File: src/rtl/ipc_mbox_pkg.sv
// Shared encodings for the mailbox block: register word indices inside a
// mailbox window and the send-control values. Assumes 64-byte windows
// (16 words) with the message words filling the top of the window.
package ipc_mbox_pkg;

    localparam logic [3:0] REG_OWNER  = 4'd0;
    localparam logic [3:0] REG_DSET   = 4'd1;
    localparam logic [3:0] REG_DCLR   = 4'd2;
    localparam logic [3:0] REG_DSTAT  = 4'd3;
    localparam logic [3:0] REG_MODE   = 4'd4;
    localparam logic [3:0] REG_MSET   = 4'd5;
    localparam logic [3:0] REG_MCLR   = 4'd6;
    localparam logic [3:0] REG_MSTAT  = 4'd7;
    localparam logic [3:0] REG_SEND   = 4'd8;
    localparam int         MSG_BASE   = 9;
    localparam int         WIN_WORDS  = 16;
    localparam int         MSG_WORDS  = WIN_WORDS - MSG_BASE;
    localparam int         WIN_SHIFT  = 6;

    typedef enum logic [1:0] {
        SEND_IDLE = 2'd0,
        SEND_FWD  = 2'd1,
        SEND_ACK  = 2'd2,
        SEND_NONE = 2'd3
    } send_e;

endpackage

File: src/rtl/ipc_mbox_slot.sv
// One mailbox: owner, destination set, mask, send control and message words.
// Produces the per-channel raw interrupt vector and the mask for the
// status combiner. Assumes at most one write per cycle, selected by we_i.
module ipc_mbox_slot
    import ipc_mbox_pkg::*;
#(
    parameter int NUM_CHAN = 4,
    parameter int DATA_W   = 32
) (
    input  logic                clk,
    input  logic                rst_n,
    input  logic                we_i,
    input  logic [3:0]          idx_i,
    input  logic [DATA_W-1:0]   wdata_i,
    output logic [DATA_W-1:0]   rdata_o,
    output logic [NUM_CHAN-1:0] raw_o,
    output logic [NUM_CHAN-1:0] mask_o
);
    localparam int PAD_W = DATA_W - NUM_CHAN;

    logic [NUM_CHAN-1:0] owner_q;
    logic [NUM_CHAN-1:0] dest_q;
    logic [NUM_CHAN-1:0] mask_q;
    send_e               send_q;
    logic [DATA_W-1:0]   msg_q [MSG_WORDS];
    logic [NUM_CHAN-1:0] wbits;
    logic                release_w;

    assign wbits     = wdata_i[NUM_CHAN-1:0];
    assign release_w = we_i && (idx_i == REG_OWNER) && (wbits == '0);

    // Control registers: claim/release, set/clear groups and send control.
    always_ff @(posedge clk) begin
        if (!rst_n) begin
            owner_q <= '0;
            dest_q  <= '0;
            mask_q  <= '0;
            send_q  <= SEND_IDLE;
        end else if (release_w) begin
            owner_q <= '0;
            dest_q  <= '0;
            mask_q  <= '0;
            send_q  <= SEND_IDLE;
        end else if (we_i) begin
            case (idx_i)
                REG_OWNER: if (owner_q == '0) owner_q <= wbits;
                REG_DSET:  dest_q <= dest_q | wbits;
                REG_DCLR:  dest_q <= dest_q & ~wbits;
                REG_MSET:  mask_q <= mask_q | wbits;
                REG_MCLR:  mask_q <= mask_q & ~wbits;
                REG_SEND:  send_q <= send_e'(wdata_i[1:0]);
                default:   ;
            endcase
        end
    end

    // Message words, one register each; cleared on release.
    for (genvar w = 0; w < MSG_WORDS; w++) begin : g_msg
        always_ff @(posedge clk) begin
            if (!rst_n || release_w) begin
                msg_q[w] <= '0;
            end else if (we_i && idx_i == 4'(MSG_BASE + w)) begin
                msg_q[w] <= wdata_i;
            end
        end
    end

    // Interrupt steering: destinations on forward, owner on acknowledge.
    always_comb begin
        case (send_q)
            SEND_FWD: raw_o = dest_q;
            SEND_ACK: raw_o = owner_q;
            default:  raw_o = '0;
        endcase
    end

    assign mask_o = mask_q;

    // Read-back multiplexer for this window.
    always_comb begin
        rdata_o = '0;
        case (idx_i)
            REG_OWNER: rdata_o = {{PAD_W{1'b0}}, owner_q};
            REG_DSTAT: rdata_o = {{PAD_W{1'b0}}, dest_q};
            REG_MSTAT: rdata_o = {{PAD_W{1'b0}}, mask_q};
            REG_SEND:  rdata_o = {{(DATA_W-2){1'b0}}, send_q};
            default: begin
                for (int w = 0; w < MSG_WORDS; w++) begin
                    if (idx_i == 4'(MSG_BASE + w)) rdata_o = msg_q[w];
                end
            end
        endcase
    end


    owner_locked_chk: assert property (@(posedge clk) disable iff (!rst_n)
        (we_i && idx_i == REG_OWNER && owner_q != '0 && wbits != '0)
        |=> owner_q == $past(owner_q));


    release_clears_chk: assert property (@(posedge clk) disable iff (!rst_n)
        release_w |=> (owner_q == '0 && dest_q == '0 && mask_q == '0 && raw_o == '0));


    dest_set_chk: assert property (@(posedge clk) disable iff (!rst_n)
        (we_i && idx_i == REG_DSET) |=> dest_q == ($past(dest_q) | $past(wbits)));


    mask_clr_chk: assert property (@(posedge clk) disable iff (!rst_n)
        (we_i && idx_i == REG_MCLR) |=> mask_q == ($past(mask_q) & ~$past(wbits)));


    send_idle_chk: assert property (@(posedge clk) disable iff (!rst_n)
        (we_i && idx_i == REG_SEND && wdata_i[1:0] == 2'd0) |=> raw_o == '0);

endmodule

File: src/rtl/ipc_mbox_irq.sv
// Status combiner: turns per-mailbox channel vectors into per-channel
// status words (bit m = mailbox m) and drives one interrupt per channel.
// Purely combinational; assumes inputs come from registers.
module ipc_mbox_irq #(
    parameter int NUM_MBOX = 8,
    parameter int NUM_CHAN = 4
) (
    input  logic                               clk,
    input  logic                               rst_n,
    input  logic [NUM_MBOX-1:0][NUM_CHAN-1:0]  raw_mc_i,
    input  logic [NUM_MBOX-1:0][NUM_CHAN-1:0]  mask_mc_i,
    output logic [NUM_CHAN-1:0][NUM_MBOX-1:0]  raw_cm_o,
    output logic [NUM_CHAN-1:0][NUM_MBOX-1:0]  masked_cm_o,
    output logic [NUM_CHAN-1:0]                irq_o
);
    for (genvar c = 0; c < NUM_CHAN; c++) begin : g_chan
        for (genvar m = 0; m < NUM_MBOX; m++) begin : g_mbox
            // Transpose one mailbox/channel bit and apply the mask.
            assign raw_cm_o[c][m]    = raw_mc_i[m][c];
            assign masked_cm_o[c][m] = raw_mc_i[m][c] & mask_mc_i[m][c];
        end
        // One interrupt line per channel from its masked word.
        assign irq_o[c] = |masked_cm_o[c];


        irq_has_raw_chk: assert property (@(posedge clk) disable iff (!rst_n)
            irq_o[c] |-> (raw_cm_o[c] != '0));
    end

endmodule

File: src/rtl/ipc_mailbox.sv
// Top of the mailbox block: decodes the register port into mailbox windows
// and the per-channel status area, and collects the read data.
// Assumes NUM_MBOX * 64 bytes fit below the status area at the top half.
module ipc_mailbox
    import ipc_mbox_pkg::*;
#(
    parameter int NUM_MBOX = 8,
    parameter int NUM_CHAN = 4,
    parameter int ADDR_W   = 12,
    parameter int DATA_W   = 32
) (
    input  logic                clk,
    input  logic                rst_n,
    input  logic [ADDR_W-1:0]   bus_addr,
    input  logic                bus_we,
    input  logic [DATA_W-1:0]   bus_wdata,
    output logic [DATA_W-1:0]   bus_rdata,
    output logic [NUM_CHAN-1:0] irq_o
);
    localparam int MB_IDX_W = ADDR_W - 1 - WIN_SHIFT;
    localparam int CH_IDX_W = ADDR_W - 1 - 3;
    localparam int ST_PAD_W = DATA_W - NUM_MBOX;

    logic                               stat_area;
    logic [MB_IDX_W-1:0]                mb_idx;
    logic [CH_IDX_W-1:0]                ch_idx;
    logic [3:0]                         reg_idx;
    logic [NUM_MBOX-1:0]                mb_hit;
    logic [DATA_W-1:0]                  slot_rdata [NUM_MBOX];
    logic [NUM_MBOX-1:0][NUM_CHAN-1:0]  raw_mc;
    logic [NUM_MBOX-1:0][NUM_CHAN-1:0]  mask_mc;
    logic [NUM_CHAN-1:0][NUM_MBOX-1:0]  raw_cm;
    logic [NUM_CHAN-1:0][NUM_MBOX-1:0]  masked_cm;

    assign stat_area = bus_addr[ADDR_W-1];
    assign mb_idx    = bus_addr[ADDR_W-2:WIN_SHIFT];
    assign ch_idx    = bus_addr[ADDR_W-2:3];
    assign reg_idx   = bus_addr[WIN_SHIFT-1:2];

    for (genvar m = 0; m < NUM_MBOX; m++) begin : g_slot
        // Window select for mailbox m.
        assign mb_hit[m] = !stat_area && (32'(mb_idx) == m);

        ipc_mbox_slot #(
            .NUM_CHAN (NUM_CHAN),
            .DATA_W   (DATA_W)
        ) u_slot (
            .clk     (clk),
            .rst_n   (rst_n),
            .we_i    (bus_we && mb_hit[m]),
            .idx_i   (reg_idx),
            .wdata_i (bus_wdata),
            .rdata_o (slot_rdata[m]),
            .raw_o   (raw_mc[m]),
            .mask_o  (mask_mc[m])
        );
    end

    ipc_mbox_irq #(
        .NUM_MBOX (NUM_MBOX),
        .NUM_CHAN (NUM_CHAN)
    ) u_irq (
        .clk         (clk),
        .rst_n       (rst_n),
        .raw_mc_i    (raw_mc),
        .mask_mc_i   (mask_mc),
        .raw_cm_o    (raw_cm),
        .masked_cm_o (masked_cm),
        .irq_o       (irq_o)
    );

    // Read data: selected mailbox window or channel status word, else zero.
    always_comb begin
        bus_rdata = '0;
        for (int m = 0; m < NUM_MBOX; m++) begin
            if (mb_hit[m]) bus_rdata = slot_rdata[m];
        end
        for (int c = 0; c < NUM_CHAN; c++) begin
            if (stat_area && 32'(ch_idx) == c) begin
                bus_rdata = bus_addr[2] ? {{ST_PAD_W{1'b0}}, raw_cm[c]}
                                        : {{ST_PAD_W{1'b0}}, masked_cm[c]};
            end
        end
    end


    reset_quiet_chk: assert property (@(posedge clk)
        !rst_n |=> irq_o == '0);


    unmapped_read_chk: assert property (@(posedge clk) disable iff (!rst_n)
        (stat_area && 32'(ch_idx) >= NUM_CHAN) |-> bus_rdata == '0);

endmodule

File: config.mk
export PLATFORM = sky130hd
export DESIGN_NAME = ipc_mailbox
export DESIGN_NICKNAME = d
export VERILOG_FILES = /design/src/rtl/ipc_mbox_pkg.sv /design/src/rtl/ipc_mbox_slot.sv /design/src/rtl/ipc_mbox_irq.sv /design/src/rtl/ipc_mailbox.sv
export SDC_FILE = /design/constraint.sdc
export NUM_CORES = 2
export LEC_CHECK = 0
export BUFFER_PORTS_ARGS = -buffer_cell sky130_fd_sc_hd__clkbuf_2
export CORE_MARGIN = 8
export CORE_UTILIZATION = 30
export DETAILED_ROUTE_END_ITERATION = 8
export PLACE_DENSITY = 0.42
export SLEW_MARGIN = 0
export SYNTH_ARGS = -nofsm -noshare
export SYNTH_HDL_FRONTEND = slang
export SYNTH_SLANG_ARGS = --single-unit
File: constraint.sdc
create_clock -name clk -period 9.7 [get_ports clk]
set_input_delay 0.485 -clock clk [delete_from_list [all_inputs] [get_ports clk]]
set_output_delay 0.485 -clock clk [all_outputs]
set_load 0.02 [all_outputs]
### After elaboration in Yosys (flattened, before gate mapping)

Memory sizes are Yosys's and may differ from the RTL's.
Index checks and enable logic that the tools add are counted.

| operators by class | value |
|---|---|
| reduce and logical (&&, ||, !) cells | 160 |
| equality and inequality tests | 40 |
| bitwise operators | 122 |
| multipliers | 0 |
| add/sub/neg operators | 0 |
| shift-type cells | 0 |
| mux-type cells | 344 |
| magnitude comparators | 0 |
| divide/modulo/power cells | 0 |

Operator list:

| kind | count |
|---|---|
| 32-bit 2-to-1 mux | 124 |
| 32-bit one-hot mux with 4 select lines | 8 |
| 4-bit one-hot mux with 2 select lines | 24 |
| 1-bit 2-to-1 mux | 184 |
| 1-bit logical AND | 92 |
| 4-bit bitwise AND | 16 |
| 4-bit OR | 16 |
| 1-bit OR | 56 |
| 2-bit AND reduction | 24 |
| 4-bit zero test | 10 |
| 1-bit bitwise AND | 32 |
| 4-bit == test (second input constant) | 8 |
| 8-bit 2-to-1 mux | 4 |
| 8-bit OR reduction | 4 |
| 3-bit AND reduction | 8 |
| 5-bit by 3-bit == test with 1-bit output (second input constant) | 4 |
| 2-bit by 1-bit == test with 1-bit output (second input constant) | 8 |
| 2-bit == test (second input constant) | 8 |
| 8-bit by 2-bit == test with 1-bit output (second input constant) | 2 |
| 2-bit OR reduction | 8 |
| 4-bit by 3-bit == test with 1-bit output (second input constant) | 3 |
| 5-bit by 2-bit == test with 1-bit output (second input constant) | 2 |
| 4-bit by 2-bit == test with 1-bit output (second input constant) | 2 |
| 8-bit by 1-bit == test with 1-bit output (second input constant) | 1 |
| 9 further kinds | 18 |

| word-level totals | value |
|---|---|
| output and inout port bits | 36 |
| bits in registers | 112 |
| memories kept | 8 |
| logic and storage cells | 706 |
| bits in writable memories | 1792 |
| latch bits | 0 |
| memory bits (read-only) | 0 |
| bits of input ports | 47 |

Memory list:

| name | depth | width | rd ports | clocked after Yosys merged registers in | wr ports | line | source |
|---|---|---|---|---|---|---|---|
| g_slot[0].u_slot.msg_q | 7 | 32 | 7 | 0 | 7 | ipc_mbox_slot.sv:25 | `logic [DATA_W-1:0] msg_q [MSG_WORDS];` |
| g_slot[1].u_slot.msg_q | 7 | 32 | 7 | 0 | 7 | ipc_mbox_slot.sv:25 |  |
| g_slot[2].u_slot.msg_q | 7 | 32 | 7 | 0 | 7 | ipc_mbox_slot.sv:25 |  |
| g_slot[3].u_slot.msg_q | 7 | 32 | 7 | 0 | 7 | ipc_mbox_slot.sv:25 |  |
| g_slot[4].u_slot.msg_q | 7 | 32 | 7 | 0 | 7 | ipc_mbox_slot.sv:25 |  |
| g_slot[5].u_slot.msg_q | 7 | 32 | 7 | 0 | 7 | ipc_mbox_slot.sv:25 |  |
| +2 memories | -- | -- | -- | -- | -- | -- |  |

### Logic depth before layout (Yosys ltp)

| logic depth | value |
|---|---|
| depth after elaboration | 21 |
| gate-level depth with buffers | 14 |
| depth with buffers taken out | 10 |

### Hierarchy

A second synthesis with hierarchy kept.

| second synthesis, totals | value |
|---|---|
| cell total of the unflattened synthesis | 7420 |
| area, all modules | 93997.7 µm² |

By module, submodules not included:

| module | area an instance (µm²) | seq. area each (µm²) | instances | cells an instance |
|---|---|---|---|---|
| ipc_mbox_slot at g_slot[1].u_slot ... | 11342.1 | 7006.7 | 7 | 866 |
| ipc_mbox_slot at g_slot[0].u_slot | 11243.3 | 7006.7 | 1 | 887 |
| ipc_mailbox | 2824.0 | 0.0 | 1 | 395 |
| ipc_mbox_irq | 535.5 | 0.0 | 1 | 76 |

### Worst setup path before layout

Ideal clock, no wire load.

| timing | value |
|---|---|
| path kind | input port to flip-flop |
| start point | input port bus_addr[9] |
| end point | memory g_slot[5].u_slot.msg_q[0][0] (enable) |
| setup time | 466 ps |
| slack | 5275 ps |
| data required time | 9234 ps |
| cell stages on the path | 5 |
| path buffers | 1 |
| data arrival time | 3959 ps |
| cells stage by stage | or4b_1 -> nor2_1 -> nand2_1 -> clkbuf_1 -> o21ai_0 |

RTL lines:

| item | line | source |
|---|---|---|
| from (decl) | ipc_mailbox.sv:14 | `input logic [ADDR_W-1:0] bus_addr,` |
| to (decl) | ipc_mbox_slot.sv:25 |  |

### Final worst setup path

| timing | value |
|---|---|
| start point | input port bus_addr[4] |
| end point | output port bus_rdata[22] |

| between the ends | value |
|---|---|
| word-level cells in the longest chain between the ends | 21 |
| elaborated cells between the ends (all ways) | 95 |
| classes of those cells | eq/ne (13); mux (76); reduce/logical (6) |

Ends and longest elaborated chain:

| item | line | source |
|---|---|---|
| 4-bit == test | ipc_mbox_slot.sv:89 | `if (idx_i == 4'(MSG_BASE + w)) rdata_o = msg_q[w];` |
| 32-bit 2-to-1 mux (7 in a row) | ipc_mbox_slot.sv:89 |  |
| 32-bit one-hot mux with 4 select lines | ipc_mbox_slot.sv:82 | `case (idx_i)` |
| 32-bit 2-to-1 mux (8 in a row) | ipc_mailbox.sv:76 | `if (mb_hit[m]) bus_rdata = slot_rdata[m];` |
| 32-bit 2-to-1 mux (3 in a row) | ipc_mailbox.sv:79 | `if (stat_area && 32'(ch_idx) == c) begin` |
| 32-bit 2-to-1 mux (*) | ipc_mailbox.sv:79 |  |
| to (decl) | ipc_mailbox.sv:17 | `output logic [DATA_W-1:0] bus_rdata,` |

Every way passes the cells marked *; elsewhere a longest branch is shown, timed or not.

==> results.yml <==
outcome:
  status: "finished, final reports clean"
sta:
  tightest_slew_ps: 1310
  post-route-min-period_ps: 6170
  fin_tns_setup_ps: 0
  drv_slew: 0
  hold_viol_final: 0
  setup_ws_ps: 3530
  fmax_ghz: 0.162
  rsz0062_at_grt: "no"
  finClkSkew_ps: 2.90
  slew_headroom_pct: 10.6
  hold_ws_ps: 104
  setup_viol: 0
  min_period_over_period_pct: 63.6
floorplan:
  die_y_um: 552
  start_util_pct: 30.1
  die_w_um: 552
  ioPinCount: 83
  row_count: 197
  coreArea_sq_um: 287000
  die-area_sq_um: 305000
placement:
  port_buffers: 80
  pre_cts_ws_ps: 3630
  dp_hpwl_um: 207000
  place.gp.congestion: 0.833
global_route:
  overflow: 0
  grtUsageTotal_pct: 23.3
  grt_pass1_vias: 57400
  antenna_found_initial: 36
  grt_max_degree: 83
  grt_pass1_wl_um: 504000
hold_path:
  min_to: "g_slot[0].u_slot.owner_q[2]$_SDFFE_PP0P_"
  hold_path_class: "in2reg"
  hold_depth: 3
  hp-start: "bus_wdata[2]"
detailed_routing:
  wl_per_cell_um: 34.6
  drc: 0
  vias_per_cell: 5.58
  drtIter0Drc: 8063
  postRouteAntennaNets: 0
  wirelength_um: 371000
  routed-via-count: 59900
  firstDrtPassIters: 8
power:
  power_uw: 18400
  irDropWorstVdd_uv: 137
  power.density_nw_per_um2: 187
  p_leak_uw: 0.0325
cts:
  ctsRootBufferMaster: "clkbuf_16"
  cts_setup_buffers: 0
  cts_max_path_buffers: 4
  cts_tree: "built"
  clkLatencyLatePin_ps: 920
  h-tree-depth: 4
  hold_buffers: 0
  path_clk_slew_ps: 60
  cts-buffers-inserted: 223
  cts_sinks: 1904
  cts_resized: 0
logic_synthesis:
  synthFlopType: "edfxtp_1"
  synth_area_sq_um: 86300
  ys_warn_count: 0
  syn_nets: 6965
  async_flop_share_pct: 0
  ys_ff_latch: 1904
  syn-instance-count: 6902
  synth.avg_cell_area_sq_um: 12.5
  synth_edf_count: 1792
  yosysSeqAreaShare_pct: 64.9
  synth_cell_type_count: 84
cells_and_area:
  fin_nets: 6826
  nFillCells: 27900
  fin_util_pct: 34.2
  area_growth_pct: 13.8
  layout-drive-gt1-share_pct: 12.0
run:
  maxCapViolations: 0
worst_setup_path:
  worstRegToRegCells: 4
  slowest_delay_ps: 780
  worstPathCellList: "buf_4 -> buf_4 -> and4b_4 -> buf_4 -> buf_4 -> a22oi_1 -> a31oi_2 -> nor4_1 -> a31oi_1 -> clkbuf_2"
  cpMaxStageDelayCell: "and4b_4"
  start_kind: "input pin"
  worstPathArrival_ps: 5690
  crit_type: "in2out"
  crit_path_end_kind: "output port"
  crit_path_frequent_cell: "buf_4"
  r2r_start: "g_slot[2].u_slot.owner_q[3]$_SDFFE_PP0P_"
  crit_path_max_fanout: 36
  r2r_setup_slack_ps: 8130
  worstReg2RegEnd: "g_slot[2].u_slot.owner_q[3]$_SDFFE_PP0P_"
  critPathRequiredTime_ps: 9220
power breakdown:
part / total [uW] / switching (uW) / internal, uW
clock: 7820 / 3470 / 4340
sequential: 9450 / 103 / 9350
combinational: 1150 / 918 / 228
total: 18400 / 4500 / 13900
cell usage in the layout, fill, tap and decap left out, types with 51 or more instances in the layout:
cell       count
a21oi_1      298
a221oi_1      55
a222oi_1     122
a22oi_1      443
a311oi_1      66
a31oi_1      137
and2_1      1796
buf_4        268
clkbuf_1      72
clkbuf_16    225
clkbuf_2      70
clkinv_1      51
dfxtp_1      112
edfxtp_1    1792
mux2i_1      104
nand2_1      213
nor2_1       214
nor2_2        57
o21ai_0      164
o21ai_4       56
metal layers:
metal / routed length [um] / global-route usage [%] / part of all wire (%)
met1: 165000 / 33.1 / 44
met2: 167000 / 36.7 / 45
met4: 10700 / 6.38 / 2.9
met5: 22 / 0 / 0.0059
met3: 28600 / 4.08 / 7.7
through the flow:
stage               std cells  area (sq um)
global placement        10300         91700
finish                  10700         98300
CTS                     10700         98200
global route            10700         98200
detailed placement      10300         91700
floorplan                6902         86300
cell usage after synthesis (all sizes together), types with 5 or more instances:
cell type  instances  area, sq um
a311oi            66          578
a211oi            29          218
nand3             51          260
inv               21         78.8
a2bb2oi            5         43.8
and3               6         37.5
o221ai            26          228
a21o               9         67.6
o211ai            23          178
a221o             10          100
o22a               8         70.1
nor2b             11         68.8
a22o               9         78.8
a221oi            55          482
nor4              37          259
nor2             279         1060
a222oi           122         1220
o22ai             43          269
buf              219         1150
nand4             11         83.8
a22oi            443         3330
nand2b             7         43.8
o2111ai            5         43.8
and2            1799        11300
a31o               7         61.3
or4               12         90.1
a31oi            138          863
clkbuf           500         1880
edfxtp          1792        53800
dfxtp            112         2240
o2bb2ai           11         96.3
a2111oi           10         87.6
o21ai            224         1120
mux2              26          293
ha                16          200
nand2            221          832
a21oi            298         1490
o21a              10         75.1
nor3              51          265
a32oi              6         52.6
mux2i            104         1040
or3               10         62.6
a211o             10         87.6
worst max-delay path by stage:
| stage | startpoint | depth (start not counted) | to |
|---|---|---|---|
| 6_report | bus_addr[4] | 10 | bus_rdata[22] |
| 5_1_grt | bus_addr[4] | 10 | bus_rdata[22] |
| 4_1_cts | bus_addr[4] | 10 | bus_rdata[22] |
| 3_5_place_dp | bus_addr[4] | 10 | bus_rdata[22] |
| 3_3_place_gp | bus_addr[4] | 10 | bus_rdata[22] |
| 2_1_floorplan | bus_addr[9] | 5 | g_slot[5].u_slot.msg_q[0][0]$_SDFFCE_PN0P_ |
registers in the layout, summed over array words and instances (netlist names), named ones only:
name,cells
g_slot.u_slot.msg_q,1792
g_slot.u_slot.owner_q,32
g_slot.u_slot.send_q,16
logic make-up after synthesis:
kind of cell,Yosys count,share of synthesized area [%]
buffers and inverters,740,3.60
AND/OR/NAND/NOR,2514,16.8
AO/OA/AOI/OAI,1597,12.9
adder cells (fa/ha/maj),16,0.232
multiplexers,131,1.57
flip-flops,1904,64.9
layout make-up:
| cell class | instances | area (sq um) | share of cell area [%] |
|---|---|---|---|
| tap | 3781 | 4730 | 4.81 |
| multi-input combinational | 4258 | 28200 | 28.7 |
| sequential | 1904 | 56100 | 57.0 |
| clock inverter | 93 | 537 | 0.546 |
| inverter | 21 | 80.1 | 0.0815 |
| clock buffer | 301 | 5960 | 6.06 |
| antenna | 12 | 30.0 | 0.0306 |
| timing repair buffer | 355 | 2660 | 2.71 |
critical path, delay by kind of cell:
kind	cells	cell delay (ps)
AO/OA/AOI/OAI	3	1580
buffers and inverters	5	2510
AND/OR/NAND/NOR	2	970
Power figures use the tool's default switching activity.
